## config.mk

```make
export PLATFORM = sky130hd
export DESIGN_NAME = bridge_window_filter
export DESIGN_NICKNAME = d
export VERILOG_FILES = /design/src/rtl/wfilt_pkg.sv /design/src/rtl/wfilt_cfg_regs.sv /design/src/rtl/wfilt_range.sv /design/src/rtl/wfilt_decode.sv /design/src/rtl/bridge_window_filter.sv
export SDC_FILE = /design/constraint.sdc
export NUM_CORES = 1
export LEC_CHECK = 0
export ABC_AREA = 1
export BUFFER_PORTS_ARGS = -buffer_cell sky130_fd_sc_hd__buf_4
export CORE_AREA = 2 2 158 160
export CTS_CLUSTER_DIAMETER = 30
export CTS_CLUSTER_SIZE = 40
export DETAILED_ROUTE_END_ITERATION = 8
export DIE_AREA = 0 0 160 162
export GPL_TIMING_DRIVEN = 1
export SETUP_SLACK_MARGIN = 0.15
export SLEW_MARGIN = 10
export SYNTH_ARGS = -nofsm -noshare
export SYNTH_HDL_FRONTEND = slang
export SYNTH_SLANG_ARGS = --single-unit
export TNS_END_PERCENT = 1
```

## constraint.sdc

```tcl
create_clock -name clk -period 2.2 [get_ports clk]
set_input_delay 0.44 -clock clk [delete_from_list [all_inputs] [get_ports clk]]
set_output_delay 0.44 -clock clk [all_outputs]
set_load 0.01 [all_outputs]
```

## src/rtl/wfilt_pkg.sv

```systemverilog
package wfilt_pkg;

    localparam int ADDR_W = 64;
    localparam int SEL_W  = 4;
    localparam int DATA_W = 32;

    localparam logic [SEL_W-1:0] SEL_MEM_BASE = 4'd0;
    localparam logic [SEL_W-1:0] SEL_MEM_LIM  = 4'd1;
    localparam logic [SEL_W-1:0] SEL_IO_BASE  = 4'd2;
    localparam logic [SEL_W-1:0] SEL_IO_LIM   = 4'd3;
    localparam logic [SEL_W-1:0] SEL_IO_BUP   = 4'd4;
    localparam logic [SEL_W-1:0] SEL_IO_LUP   = 4'd5;
    localparam logic [SEL_W-1:0] SEL_PF_BASE  = 4'd6;
    localparam logic [SEL_W-1:0] SEL_PF_LIM   = 4'd7;
    localparam logic [SEL_W-1:0] SEL_PF_BUP   = 4'd8;
    localparam logic [SEL_W-1:0] SEL_PF_LUP   = 4'd9;

    typedef enum logic [1:0] {
        WIN_NONE = 2'd0,
        WIN_MEM  = 2'd1,
        WIN_IO   = 2'd2,
        WIN_PF   = 2'd3
    } win_code_e;

    typedef struct packed {
        logic [11:0] mem_base;
        logic [11:0] mem_lim;
        logic [3:0]  io_base;
        logic [3:0]  io_lim;
        logic [15:0] io_base_up;
        logic [15:0] io_lim_up;
        logic [11:0] pf_base;
        logic [11:0] pf_lim;
        logic [31:0] pf_base_up;
        logic [31:0] pf_lim_up;
    } cfg_regs_t;

    typedef struct packed {
        logic      claim;
        win_code_e win;
    } decision_t;

endpackage

```

## src/rtl/wfilt_cfg_regs.sv

```systemverilog
module wfilt_cfg_regs
    import wfilt_pkg::*;
(
    input  logic              clk,
    input  logic              rst_n,
    input  logic              we,
    input  logic [SEL_W-1:0]  sel,
    input  logic [DATA_W-1:0] wdata,
    output cfg_regs_t         regs
);

    cfg_regs_t regs_d, regs_q;

    always_comb begin
        regs_d = regs_q;
        if (we) begin
            unique case (sel)
                SEL_MEM_BASE: regs_d.mem_base   = wdata[15:4];
                SEL_MEM_LIM:  regs_d.mem_lim    = wdata[15:4];
                SEL_IO_BASE:  regs_d.io_base    = wdata[7:4];
                SEL_IO_LIM:   regs_d.io_lim     = wdata[7:4];
                SEL_IO_BUP:   regs_d.io_base_up = wdata[15:0];
                SEL_IO_LUP:   regs_d.io_lim_up  = wdata[15:0];
                SEL_PF_BASE:  regs_d.pf_base    = wdata[15:4];
                SEL_PF_LIM:   regs_d.pf_lim     = wdata[15:4];
                SEL_PF_BUP:   regs_d.pf_base_up = wdata;
                SEL_PF_LUP:   regs_d.pf_lim_up  = wdata;
                default:      regs_d = regs_q;
            endcase
        end
    end

    always_ff @(posedge clk) begin
        if (!rst_n) begin
            regs_q.mem_base   <= '1;
            regs_q.mem_lim    <= '0;
            regs_q.io_base    <= '1;
            regs_q.io_lim     <= '0;
            regs_q.io_base_up <= '1;
            regs_q.io_lim_up  <= '0;
            regs_q.pf_base    <= '1;
            regs_q.pf_lim     <= '0;
            regs_q.pf_base_up <= '1;
            regs_q.pf_lim_up  <= '0;
        end else begin
            regs_q <= regs_d;
        end
    end

    assign regs = regs_q;

    // a memory base write is visible in the following cycle
    p_mem_base_write_r12: assert property (@(posedge clk) disable iff (!rst_n)
        (we && sel == SEL_MEM_BASE) |=> (regs.mem_base == $past(wdata[15:4])));

    // an unmapped select leaves every register untouched
    p_bad_sel_ignored_r12: assert property (@(posedge clk) disable iff (!rst_n)
        (we && sel > SEL_PF_LUP) |=> $stable(regs));

endmodule

```

## src/rtl/wfilt_range.sv

```systemverilog
module wfilt_range #(
    parameter int W = 64
) (
    input  logic [W-1:0] addr,
    input  logic [W-1:0] lo,
    input  logic [W-1:0] hi,
    output logic         hit
);
    // An inverted pair (lo > hi) admits no address.
    assign hit = (addr >= lo) && (addr <= hi);
endmodule

```

## src/rtl/wfilt_decode.sv

```systemverilog
module wfilt_decode
    import wfilt_pkg::*;
#(
    parameter bit IO_EN = 1'b1,
    parameter bit IO_32 = 1'b1,
    parameter bit PF_EN = 1'b1,
    parameter bit PF_64 = 1'b1
) (
    input  cfg_regs_t         regs,
    input  logic [ADDR_W-1:0] addr,
    input  logic              is_io,
    output win_code_e         win
);

    localparam int MEM_LOW_W = 20;
    localparam int IO_LOW_W  = 12;

    logic mem_hit, io_hit, pf_hit;
    logic [ADDR_W-1:0] mem_lo, mem_hi;

    assign mem_lo = {32'h0, regs.mem_base, {MEM_LOW_W{1'b0}}};
    assign mem_hi = {32'h0, regs.mem_lim,  {MEM_LOW_W{1'b1}}};

    wfilt_range #(.W(ADDR_W)) u_mem (
        .addr(addr), .lo(mem_lo), .hi(mem_hi), .hit(mem_hit)
    );

    if (IO_EN) begin : g_io
        logic [15:0] up_lo, up_hi;
        logic [ADDR_W-1:0] io_lo, io_hi;
        if (IO_32) begin : g_wide
            assign up_lo = regs.io_base_up;
            assign up_hi = regs.io_lim_up;
        end else begin : g_narrow
            assign up_lo = 16'h0;
            assign up_hi = 16'h0;
        end
        assign io_lo = {32'h0, up_lo, regs.io_base, {IO_LOW_W{1'b0}}};
        assign io_hi = {32'h0, up_hi, regs.io_lim,  {IO_LOW_W{1'b1}}};
        wfilt_range #(.W(ADDR_W)) u_io (
            .addr(addr), .lo(io_lo), .hi(io_hi), .hit(io_hit)
        );
    end else begin : g_no_io
        assign io_hit = 1'b0;
    end

    if (PF_EN) begin : g_pf
        logic [31:0] up_lo, up_hi;
        logic [ADDR_W-1:0] pf_lo, pf_hi;
        if (PF_64) begin : g_wide
            assign up_lo = regs.pf_base_up;
            assign up_hi = regs.pf_lim_up;
        end else begin : g_narrow
            assign up_lo = 32'h0;
            assign up_hi = 32'h0;
        end
        assign pf_lo = {up_lo, regs.pf_base, {MEM_LOW_W{1'b0}}};
        assign pf_hi = {up_hi, regs.pf_lim,  {MEM_LOW_W{1'b1}}};
        wfilt_range #(.W(ADDR_W)) u_pf (
            .addr(addr), .lo(pf_lo), .hi(pf_hi), .hit(pf_hit)
        );
    end else begin : g_no_pf
        assign pf_hit = 1'b0;
    end

    always_comb begin
        win = WIN_NONE;
        if (is_io) begin
            if (io_hit) win = WIN_IO;
        end else if (mem_hit) begin
            win = WIN_MEM;
        end else if (pf_hit) begin
            win = WIN_PF;
        end
    end

endmodule

```

## src/rtl/bridge_window_filter.sv

```systemverilog
module bridge_window_filter
    import wfilt_pkg::*;
#(
    parameter bit IO_EN = 1'b1,
    parameter bit IO_32 = 1'b1,
    parameter bit PF_EN = 1'b1,
    parameter bit PF_64 = 1'b1
) (
    input  logic              clk,
    input  logic              rst_n,
    input  logic              cfg_we,
    input  logic [SEL_W-1:0]  cfg_sel,
    input  logic [DATA_W-1:0] cfg_wdata,
    input  logic              req_valid,
    input  logic              req_io,
    input  logic              req_sec,
    input  logic [ADDR_W-1:0] req_addr,
    output logic              claim_q,
    output logic [1:0]        win_q
);

    cfg_regs_t regs;
    win_code_e win_c;
    decision_t dec_d, dec_q;

    wfilt_cfg_regs u_regs (
        .clk(clk), .rst_n(rst_n), .we(cfg_we), .sel(cfg_sel),
        .wdata(cfg_wdata), .regs(regs)
    );

    wfilt_decode #(
        .IO_EN(IO_EN), .IO_32(IO_32), .PF_EN(PF_EN), .PF_64(PF_64)
    ) u_dec (
        .regs(regs), .addr(req_addr), .is_io(req_io), .win(win_c)
    );

    always_comb begin
        dec_d = '{claim: 1'b0, win: WIN_NONE};
        if (req_valid) begin
            dec_d.win   = win_c;
            dec_d.claim = req_sec ? (win_c == WIN_NONE) : (win_c != WIN_NONE);
        end
    end

    always_ff @(posedge clk) begin
        if (!rst_n) dec_q <= '{claim: 1'b0, win: WIN_NONE};
        else        dec_q <= dec_d;
    end

    assign claim_q = dec_q.claim;
    assign win_q   = dec_q.win;

    p_idle_quiet_r2: assert property (@(posedge clk) disable iff (!rst_n)
        !req_valid |=> (!claim_q && win_q == WIN_NONE));

    p_primary_sense_r3: assert property (@(posedge clk) disable iff (!rst_n)
        (req_valid && !req_sec) |=> (claim_q == (win_q != WIN_NONE)));

    p_secondary_sense_r4: assert property (@(posedge clk) disable iff (!rst_n)
        (req_valid && req_sec) |=> (claim_q == (win_q == WIN_NONE)));

    p_io_space_only_r11: assert property (@(posedge clk) disable iff (!rst_n)
        (req_valid && req_io) |=> (win_q == WIN_NONE || win_q == WIN_IO));

    p_mem_space_only_r11: assert property (@(posedge clk) disable iff (!rst_n)
        (req_valid && !req_io) |=> (win_q != WIN_IO));

endmodule

```

# Word level (Yosys, flattened, before mapping)
# Index checks and enable logic that the tools add are counted.
[word_totals]
reg_bits = 155
latchBits = 0
ram_bits = 0
rom_bits = 0
in_bits = 106
out_inout_bits = 3
word_cells = 49
mem_count = 0
[classes]
add_sub_neg = 0
n_mul = 0
div_mod_pow = 0
n_lt_le_gt_ge = 6
n_eq_ne = 9
shift = 0
mux = 5
bitwise_logic = 0
reduce_logical = 17
[op_table]
columns = ["operator", "n"]
rows = [
  ["greater-or-equal comparator 64 x 32 -> 1 bit", 2],
  ["<= comparator 64 x 32 -> 1 bit", 2],
  ["greater-or-equal comparator 64 bit", 1],
  ["<= comparator 64 bit", 1],
  ["AND reduction 2 bit", 11],
  ["== test 4 x 3 -> 1 bit, second input constant", 4],
  ["== test 4 x 2 -> 1 bit, second input constant", 2],
  ["== test 4 bit, second input constant", 2],
  ["two-way mux 2 bit", 4],
  ["== test 4 x 1 -> 1 bit, second input constant", 1],
  ["zero test 4 bit", 1],
  ["logical AND 1 bit", 3],
  ["zero test 2 bit", 1],
  ["nonzero test 2 bit", 1],
  ["two-way mux 1 bit", 1],
]

# Logic depth before layout (Yosys ltp)
# Gate-level depths: netlist (run 1).
[depth]
word_depth = 7
mapped_depth = 19
mapped_depth_nobuf = 19

# Cells and area by module
# A second synthesis (run 1) with hierarchy kept.
[unflattened]
cells_unflattened = 2454
hier_area_um2 = 16054.1
[modules_own_cells]
columns = ["module", "n_inst", "cells_per_inst", "area_each_um2", "seq_area_each_um2"]
rows = [
  ["wfilt_range", 3, 545, 3379.5, 0.0],
  ["wfilt_cfg_regs", 1, 795, 5773.0, 3042.9],
  ["bridge_window_filter", 1, 15, 107.6, 60.1],
  ["wfilt_decode", 1, 9, 35.0, 0.0],
]

# Least setup slack after synthesis (run 1)
# No wires, ideal clock.
[synth_timing]
path_kind = "input port to flip-flop"
start = "input port req_addr[31]"
end = "register dec_q (netlist bit claim_q)"
setup_ps = 115
arrival_ps = 1693
required_ps = 2085
path_slack_ps = 392
stages = 13
path_buffers = 0
cell_sequence = "ha_1 -> nand2_1 -> nor2_2 -> inv_1 -> nor2_2 -> and3_1 -> nand2_1 -> a21boi_2 -> nand2_1 -> nand2_1 -> nand2_2 -> a21oi_1 -> nor2_1"
[synth_via]
elab_chain_cells = 7
word_cells_on_any_way = 16
cone_classes = "6 x order compare; 5 x mux; 5 x reduce/logical"
[synth_rtl]
columns = ["element", "line", "text"]
rows = [
  ["start, declared", "bridge_window_filter.sv:17", "input logic [ADDR_W-1:0] req_addr,"],
  ["greater-or-equal comparator 64 bit or <= comparator 64 bit (tied branches)", "wfilt_range.sv:10", "assign hit = (addr >= lo) && (addr <= hi);"],
  ["logical AND 1 bit", "wfilt_range.sv:10", ""],
  ["two-way mux 2 bit", "wfilt_decode.sv:72", "end else if (pf_hit) begin"],
  ["two-way mux 2 bit", "wfilt_decode.sv:70", "end else if (mem_hit) begin"],
  ["two-way mux 2 bit (*)", "wfilt_decode.sv:68", "if (is_io) begin"],
  ["nonzero test 2 bit or zero test 2 bit (tied branches)", "bridge_window_filter.sv:41", "dec_d.claim = req_sec ? (win_c == WIN_NONE) : (win_c != WIN_NONE);"],
  ["two-way mux 1 bit (*)", "bridge_window_filter.sv:41", ""],
  ["end signal, assigned", "bridge_window_filter.sv:46", "if (!rst_n) dec_q <= '{claim: 1'b0, win: WIN_NONE};"],
  ["end, declared", "bridge_window_filter.sv:24", "decision_t dec_d, dec_q;"],
]
# Every way passes the cells marked *; elsewhere a longest branch is shown, timed or not.
# A chain may end at the register's enable or synchronous reset.

# Final worst setup path (run 1)
[layout_timing]
start = "register u_regs.regs_q[151], in the netlist u_regs.regs[151]"
end = "register dec_q (netlist bit claim_q)"
[layout_via]
elab_chain_cells = 6
word_cells_on_any_way = 7
cone_classes = "1 x order compare; 3 x mux; 3 x reduce/logical"
[layout_rtl]
columns = ["element", "line", "text"]
rows = [
  ["start, declared", "wfilt_cfg_regs.sv:12", "cfg_regs_t regs_d, regs_q;"],
  ["start signal, assigned", "wfilt_cfg_regs.sv:46", "regs_q <= regs_d;"],
  ["greater-or-equal comparator 64 x 32 -> 1 bit (*)", "wfilt_range.sv:10", ""],
  ["logical AND 1 bit (*)", "wfilt_range.sv:10", ""],
  ["two-way mux 2 bit (*)", "wfilt_decode.sv:70", ""],
  ["two-way mux 2 bit (*)", "wfilt_decode.sv:68", ""],
  ["nonzero test 2 bit or zero test 2 bit (tied branches)", "bridge_window_filter.sv:41", ""],
  ["two-way mux 1 bit (*)", "bridge_window_filter.sv:41", ""],
]
# Marked as above.

==> results of run 1 <==
==> sequential cells by signal (all words and copies together) (netlist names) <==
| signal | cells |
|---|---|
| u_regs.regs | 152 |
| claim_q | 1 |
| win_q | 2 |
==> kinds of logic after synthesis <==
logic type               count (synthesis)  synth area share [%]
buffers and inverters                  270                  10.8
AO/OA/AOI/OAI                          324                  19.1
flip-flops                             155                  32.6
AND/OR/NAND/NOR                        400                  17.6
adder cells (fa/ha/maj)                152                  20.0
==> power by group through the flow <==
stage | registers [µW] | clock network, µW | logic (µW)
global route | 2890 | 3250 | 1090
floorplan | 2940 | 0 | 499
finish | 2880 | 3070 | 960
detailed placement | 2950 | 0 | 931
CTS | 2880 | 3130 | 939
global placement | 2940 | 0 | 912
==> worst max-delay path, stage by stage (launching register included) <==
cell and delay, ns:
dfxtp_1 0.31, inv_1 0.05, ha_1 0.28, nand2_1 0.07, nor2_1 0.14, nand4_1 0.21
nor3_1 0.19, nand2_1 0.07, nand3_1 0.11, nand2_2 0.08, nand2_2 0.08, nand2_4 0.06
a21oi_2 0.12, nor2_1 0.05
==> stage by stage <==
step | cell area (µm²) | hold WS [ns] | instances | TNS, ns | setup WS [ns]
6_report | 11500 | 0.230 | 1739 | 0 | 0.271
5_1_grt | 11500 | 0.224 | 1738 | 0 | 0.104
4_1_cts | 11300 | 0.219 | 1736 | 0 | 0.191
3_5_place_dp | 10700 | 0.448 | 1704 | -0.0480 | -0.0461
3_3_place_gp | 10700 | 0.443 | 1704 | -0.00629 | -0.00629
2_1_floorplan | 9520 | 0.433 | 1301 | 0 | 0.392
==> repair_timing <==
item / in CTS / in global routing
buffers inserted: 0 / 2
gates resized for setup: 0 / 35
endpoints found under the setup margin: 0 / 3
==> cells in the mapped netlist, drive strengths merged, types with 2 or more instances <==
| master | n |
|---|---|
| buf | 10 |
| nand2 | 234 |
| clkbuf | 37 |
| nor4 | 3 |
| a21o | 4 |
| ha | 152 |
| dfxtp | 155 |
| nand3 | 26 |
| nand4 | 24 |
| a21oi | 147 |
| o211ai | 63 |
| inv | 223 |
| o21a | 6 |
| o21ai | 100 |
| nor2 | 101 |
| nor3 | 8 |
| a211oi | 2 |
| and3 | 2 |
==> how the worst max path moves through the flow <==
stage / slack [ns] / cells after the start / endpoint
after CTS: 0.19 / 13 / claim_q
after global routing: 0.10 / 15 / claim_q
final: 0.27 / 13 / claim_q
after global placement: -0.006 / 15 / claim_q
after floorplan: 0.39 / 13 / claim_q
after detailed placement: -0.05 / 15 / claim_q
==> layout make-up <==
| type | count | share of cell area (%) |
|---|---|---|
| antenna | 1 | 0.0217 |
| clock buffer | 20 | 3.79 |
| clock inverter | 12 | 1.42 |
| inverter | 223 | 7.27 |
| multi-input combinational | 876 | 48.3 |
| sequential | 155 | 26.9 |
| tap | 324 | 3.52 |
| timing repair buffer | 128 | 8.78 |
==> metal layers <==
layer	up-vias	wire, µm
li1	4511	-
met1	3898	13000
met2	235	12100
met3	40	1540
met4	0	745
met5	-	0
==> impl_metrics.env, run 1 <==
export IMPL_status="finished, final reports clean"
export IMPL_ys_flop_type="dfxtp_1"
export IMPL_ant_nets=0
export IMPL_placementRows=57
export IMPL_setup_worst_path_start="u_regs.regs[151]"
export IMPL_dieArea_um2=25900
export IMPL_ys_seq_area_share_pct=32.6
export IMPL_synth_top_cell_area_share_pct=32.6
export IMPL_p_sw_uw=1860
export IMPL_slew_headroom_pct=34.0
export IMPL_numCtsBuffers=17
export IMPL_avgSynthCellArea_um2=7.31
export IMPL_timing_rr_start="u_regs.regs[151]"
export IMPL_routedWlPerCell_um=15.7
export IMPL_hold_path_end="u_regs.regs[58]"
export IMPL_gr_total_overflow=0
export IMPL_required_ns=2.52
export IMPL_clock_fmax_mhz=518
export IMPL_cts_max_level=4
export IMPL_cellInternalPower_uw=5060
export IMPL_clkSinkCount=155
export IMPL_synthArstFlopShare_pct=0
export IMPL_timing_worst_slew_pin_value_ns=0.989
export IMPL_first_pass_iters=6
export IMPL_finalSetupViolations=0
export IMPL_leakage_uw=0.00556
export IMPL_syn_num_nets=1559
export IMPL_wl_mm=27.3
export IMPL_vias=8684
export IMPL_grt_pass1_vias=7987
export IMPL_num_io_pins=109
export IMPL_drtIter0Drc=512
export IMPL_fillers=2416
export IMPL_grt_first_pass_wirelength_mm=43.2
export IMPL_max_cap_viol_count=0
export IMPL_finalCritPeriodShare_pct=87.7
export IMPL_cp_data_arrival_time_ns=2.25
export IMPL_hold_path_cell_count=3
export IMPL_cts_root_buf="clkbuf_16"
export IMPL_path_class="reg -> reg"
export IMPL_combPwrFrac_pct=13.9
export IMPL_dp_hpwl_mm=20.2
export IMPL_synth_area_um2=9520
export IMPL_multiInputGateArea_um2=5560
export IMPL_hp_class="in -> reg"
export IMPL_synth_distinct_cells=28
export IMPL_swShare_pct=26.9
export IMPL_regArea_um2=3100
export IMPL_met3_usage_pct=3.52
export IMPL_synth_edf_count=0
export IMPL_worstRegToRegCells=13
export IMPL_hold_viol=0
export IMPL_finClkSkew_ns=0.0110
export IMPL_clkSlewWorstSetupHoldPaths_ns=0.07
export IMPL_clock_path_buffers=2
export IMPL_power_uw=6920
export IMPL_antenna_found_initial=1
export IMPL_ff2ff_setup_slack_ns=0.27
export IMPL_grt_max_degree=65
export IMPL_post_route_util_pct=47.8
export IMPL_final_common_cell="nand2_1"
export IMPL_power_density_nw_per_um2=600
export IMPL_synth_seq_cells=155
export IMPL_vdd_drop_max_mv=0.458
export IMPL_nNetsFinal=1659
export IMPL_final_layout_size_suffix_gt1_share_pct=14.3
export IMPL_ys_warnings_count=0
export IMPL_core_um2=24100
export IMPL_use_met2_pct=34.0
export IMPL_drc=0
export IMPL_layout_common_cells="nand2_1, inv_1, dfxtp_1, ha_1, a21oi_1"
export IMPL_die_x_um=160
export IMPL_seqPwrFrac_pct=41.7
export IMPL_cp_max_fo=3
export IMPL_grtUsageMet1_pct=29.4
export IMPL_area_delta_synth_final_pct=21.0
export IMPL_cts_tree="done"
export IMPL_busiest_layer="met2"
export IMPL_clock_latency_ns=0.43
export IMPL_cts_hold_fix_buffers=0
export IMPL_synth_top_area_cell="dfxtp_1"
export IMPL_synthTopCellsByArea="dfxtp_1, ha_1, nand2_1"
export IMPL_setup_worst_path_start_class="flip-flop"
export IMPL_grtUsageTotal_pct=21.4
export IMPL_portBuffers=108
export IMPL_rsz0062_at_grt="yes"
export IMPL_initial_core_util_pct=39.5
export IMPL_reg2reg_to="claim_q"
export IMPL_worst_setup_path_end_kind="flip-flop"
export IMPL_drv_slew=0
export IMPL_die_h_um=162
export IMPL_min_from="cfg_wdata[26]"
export IMPL_period_needed_ns=1.93
export IMPL_pwr_share_clk_pct=44.4
export IMPL_place_gp_congestion=0.873
export IMPL_via_per_inst=4.99
export IMPL_synth_cells=1301
(Power assumes the default switching activity.)
==> run 2, diff against run 1 <==
CORE_AREA = 8 8 164 166   (was 2 2 158 160)
CTS_BUF_LIST = sky130_fd_sc_hd__clkbuf_4   (was unset)
DIE_AREA = 0 0 172 174   (was 0 0 160 162)
==> impl_metrics.env, run 2 (synthesis results as in run 1) <==
export IMPL_worstSetupEndpoint="win_q[1]"
export IMPL_cts_tree="done"
export IMPL_multiInputGateArea_um2=5970
export IMPL_area_delta_synth_final_pct=23.1
export IMPL_finalCritPeriodShare_pct=90.4
export IMPL_reg2reg_to="win_q[1]"
export IMPL_final_common_cell="nand2_1"
export IMPL_period_needed_ns=1.99
export IMPL_post_route_util_pct=47.8
export IMPL_worstRegToRegCells=13
export IMPL_antenna_found_initial=1
export IMPL_place_gp_congestion=0.853
export IMPL_routedWlPerCell_um=15.6
export IMPL_grt_max_degree=65
export IMPL_timing_worst_slew_pin_value_ns=0.887
export IMPL_final_layout_size_suffix_gt1_share_pct=21.3
export IMPL_max_cap_viol_count=0
export IMPL_first_pass_iters=5
export IMPL_hold_viol=0
export IMPL_critical_path_buf_inv_count=4
export IMPL_rsz0062_at_grt="yes"
export IMPL_seqPwrFrac_pct=52.1
export IMPL_num_io_pins=109
export IMPL_grtUsageTotal_pct=18.1
export IMPL_grt_pass1_vias=8171
export IMPL_initial_core_util_pct=38.8
export IMPL_wl_met1_mm=12.6
export IMPL_nNetsFinal=1674
export IMPL_cp_data_arrival_time_ns=2.48
export IMPL_slew_headroom_pct=40.8
export IMPL_combPwrFrac_pct=18.6
export IMPL_grt_first_pass_wirelength_mm=42.8
export IMPL_dieArea_um2=29900
export IMPL_portBuffers=108
export IMPL_routed_top_layer="met4"
export IMPL_pre_cts_slack_ns=-0.144
export IMPL_drv_slew=0
export IMPL_leakage_uw=0.00549
export IMPL_layout_common_cells="nand2_1, inv_1, a21oi_1, buf_4, dfxtp_1"
export IMPL_cts_hold_fix_buffers=0
export IMPL_drc=0
export IMPL_finalSetupViolations=0
export IMPL_cts_root_buf="clkbuf_4"
export IMPL_clock_fmax_mhz=503
export IMPL_setup_worst_path_start="u_regs.regs[62]"
export IMPL_clock_latency_ns=0.57
export IMPL_dr_wl_met3_mm=1.35
export IMPL_die_x_um=172
export IMPL_fillers=2512
export IMPL_slowest_delay_ns=0.35
export IMPL_die_h_um=174
export IMPL_vdd_drop_max_mv=0.301
export IMPL_cp_max_fo=3
export IMPL_cp_cell_sequence="inv_2 > ha_4 > nand4_1 > nor2_1 > buf_4 > nand2_4 > nor2_4 > nand2_1 > nand4_1 > buf_4 > buf_4 > nand4_1 > a21oi_1"
export IMPL_drtIter0Drc=513
export IMPL_largest_reg_flops=152
export IMPL_regArea_um2=3130
export IMPL_worst_setup_path_end_kind="flip-flop"
export IMPL_path_class="reg -> reg"
export IMPL_design_area_um2=11700
export IMPL_timing_final_ws_setup_ns=0.211
export IMPL_gr_total_overflow=0
export IMPL_clkSinkCount=155
export IMPL_swShare_pct=31.7
export IMPL_core_um2=24500
export IMPL_clock_path_buffers=2
export IMPL_ant_nets=0
export IMPL_placed_area_um2=10800
export IMPL_hp_class="in -> reg"
export IMPL_required_ns=2.69
export IMPL_numCtsBuffers=17
export IMPL_cp_top_family="simple AND/OR/NAND/NOR gates"
export IMPL_placementRows=58
export IMPL_ff2ff_setup_slack_ns=0.21
export IMPL_dp_hpwl_mm=20.5
export IMPL_power_density_nw_per_um2=473
export IMPL_vias=8716
export IMPL_wl_mm=27.5
export IMPL_finClkSkew_ns=0.0256
export IMPL_hold_path_cell_count=3
export IMPL_wl_met2_mm=13.2
export IMPL_via_per_inst=4.95
export IMPL_crit_cells=13
export IMPL_clkSlewWorstSetupHoldPaths_ns=0.16
export IMPL_setup_worst_path_start_class="flip-flop"
export IMPL_status="finished, final reports clean"
export IMPL_cp_slowest_cell="dfxtp_1"
export IMPL_cellInternalPower_uw=3780
export IMPL_p_sw_uw=1760
export IMPL_cts_max_level=4
export IMPL_pwr_share_clk_pct=29.3
export IMPL_timing_rr_start="u_regs.regs[62]"
[run 2: cell types whose count changed in the layout (fill, tap and decap cells not counted), moves of 17 or more]
cell | previous run | this run
clkbuf_16 | 17 | 0
clkbuf_4 | 0 | 18
dfxtp_1 | 154 | 137
dfxtp_2 | 1 | 18
ha_1 | 146 | 126
ha_4 | 6 | 26
[run 2: power by group through the flow]
| stage | Combinational, µW | Clock (µW) | Sequential (µW) |
|---|---|---|---|
| 4_1_cts | 930 | 1680 | 2880 |
| 3_3_place_gp | 906 | 0 | 2940 |
| 3_5_place_dp | 922 | 0 | 2950 |
| 2_1_floorplan | 499 | 0 | 2940 |
| 6_report | 1030 | 1620 | 2890 |
| 5_1_grt | 1160 | 1800 | 2890 |
[run 2: worst min-delay path, stage by stage]
cell      delay, ns
buf_4          0.08
nand2_1        0.04
o211ai_1       0.06
[run 2: metal layers]
| metal | up-vias | global-route usage, % |
|---|---|---|
| li1 | 4542 | - |
| met1 | 3991 | 23.7 |
| met2 | 162 | 30.4 |
| met3 | 21 | 2.99 |
| met4 | 0 | 4.02 |
| met5 | - | 0 |
[run 2: cell type report]
| class | count | area share, % |
|---|---|---|
| Multi-Input combinational cell | 876 | 51.0 |
| Sequential cell | 155 | 26.7 |
| Timing Repair Buffer | 143 | 9.55 |
| Inverter | 223 | 7.15 |
| Tap cell | 330 | 3.52 |
| Clock buffer | 18 | 1.15 |
| Clock inverter | 14 | 0.972 |
| Antenna cell | 1 | 0.0214 |
[run 2: worst min path at each step]
stage / startpoint / endpoint / slack, ns
detailed placement: u_regs.regs[69] / u_regs.regs[69] / 0.45
global placement: u_regs.regs[93] / u_regs.regs[93] / 0.44
finish: cfg_wdata[27] / u_regs.regs[59] / 0.08
global route: cfg_wdata[30] / u_regs.regs[62] / 0.04
floorplan: u_regs.regs[0] / u_regs.regs[0] / 0.43
CTS: cfg_wdata[27] / u_regs.regs[59] / 0.05
[run 2: timing repair]
item	in CTS	in global routing
gates cloned	0	0
pin swaps	3	49
resized for setup	4	125
buffers inserted	0	5
setup endpoints to repair	1	3
[run 2: per-stage QoR]
step           power (µW)  setup TNS (ns)  instances  hold WS, ns
2_1_floorplan        3440               0       1301        0.433
3_3_place_gp         3850          -0.196       1722        0.441
3_5_place_dp         3870          -0.208       1722        0.449
4_1_cts              5490               0       1754       0.0480
5_1_grt              5860               0       1760       0.0408
6_report             5540               0       1760       0.0815
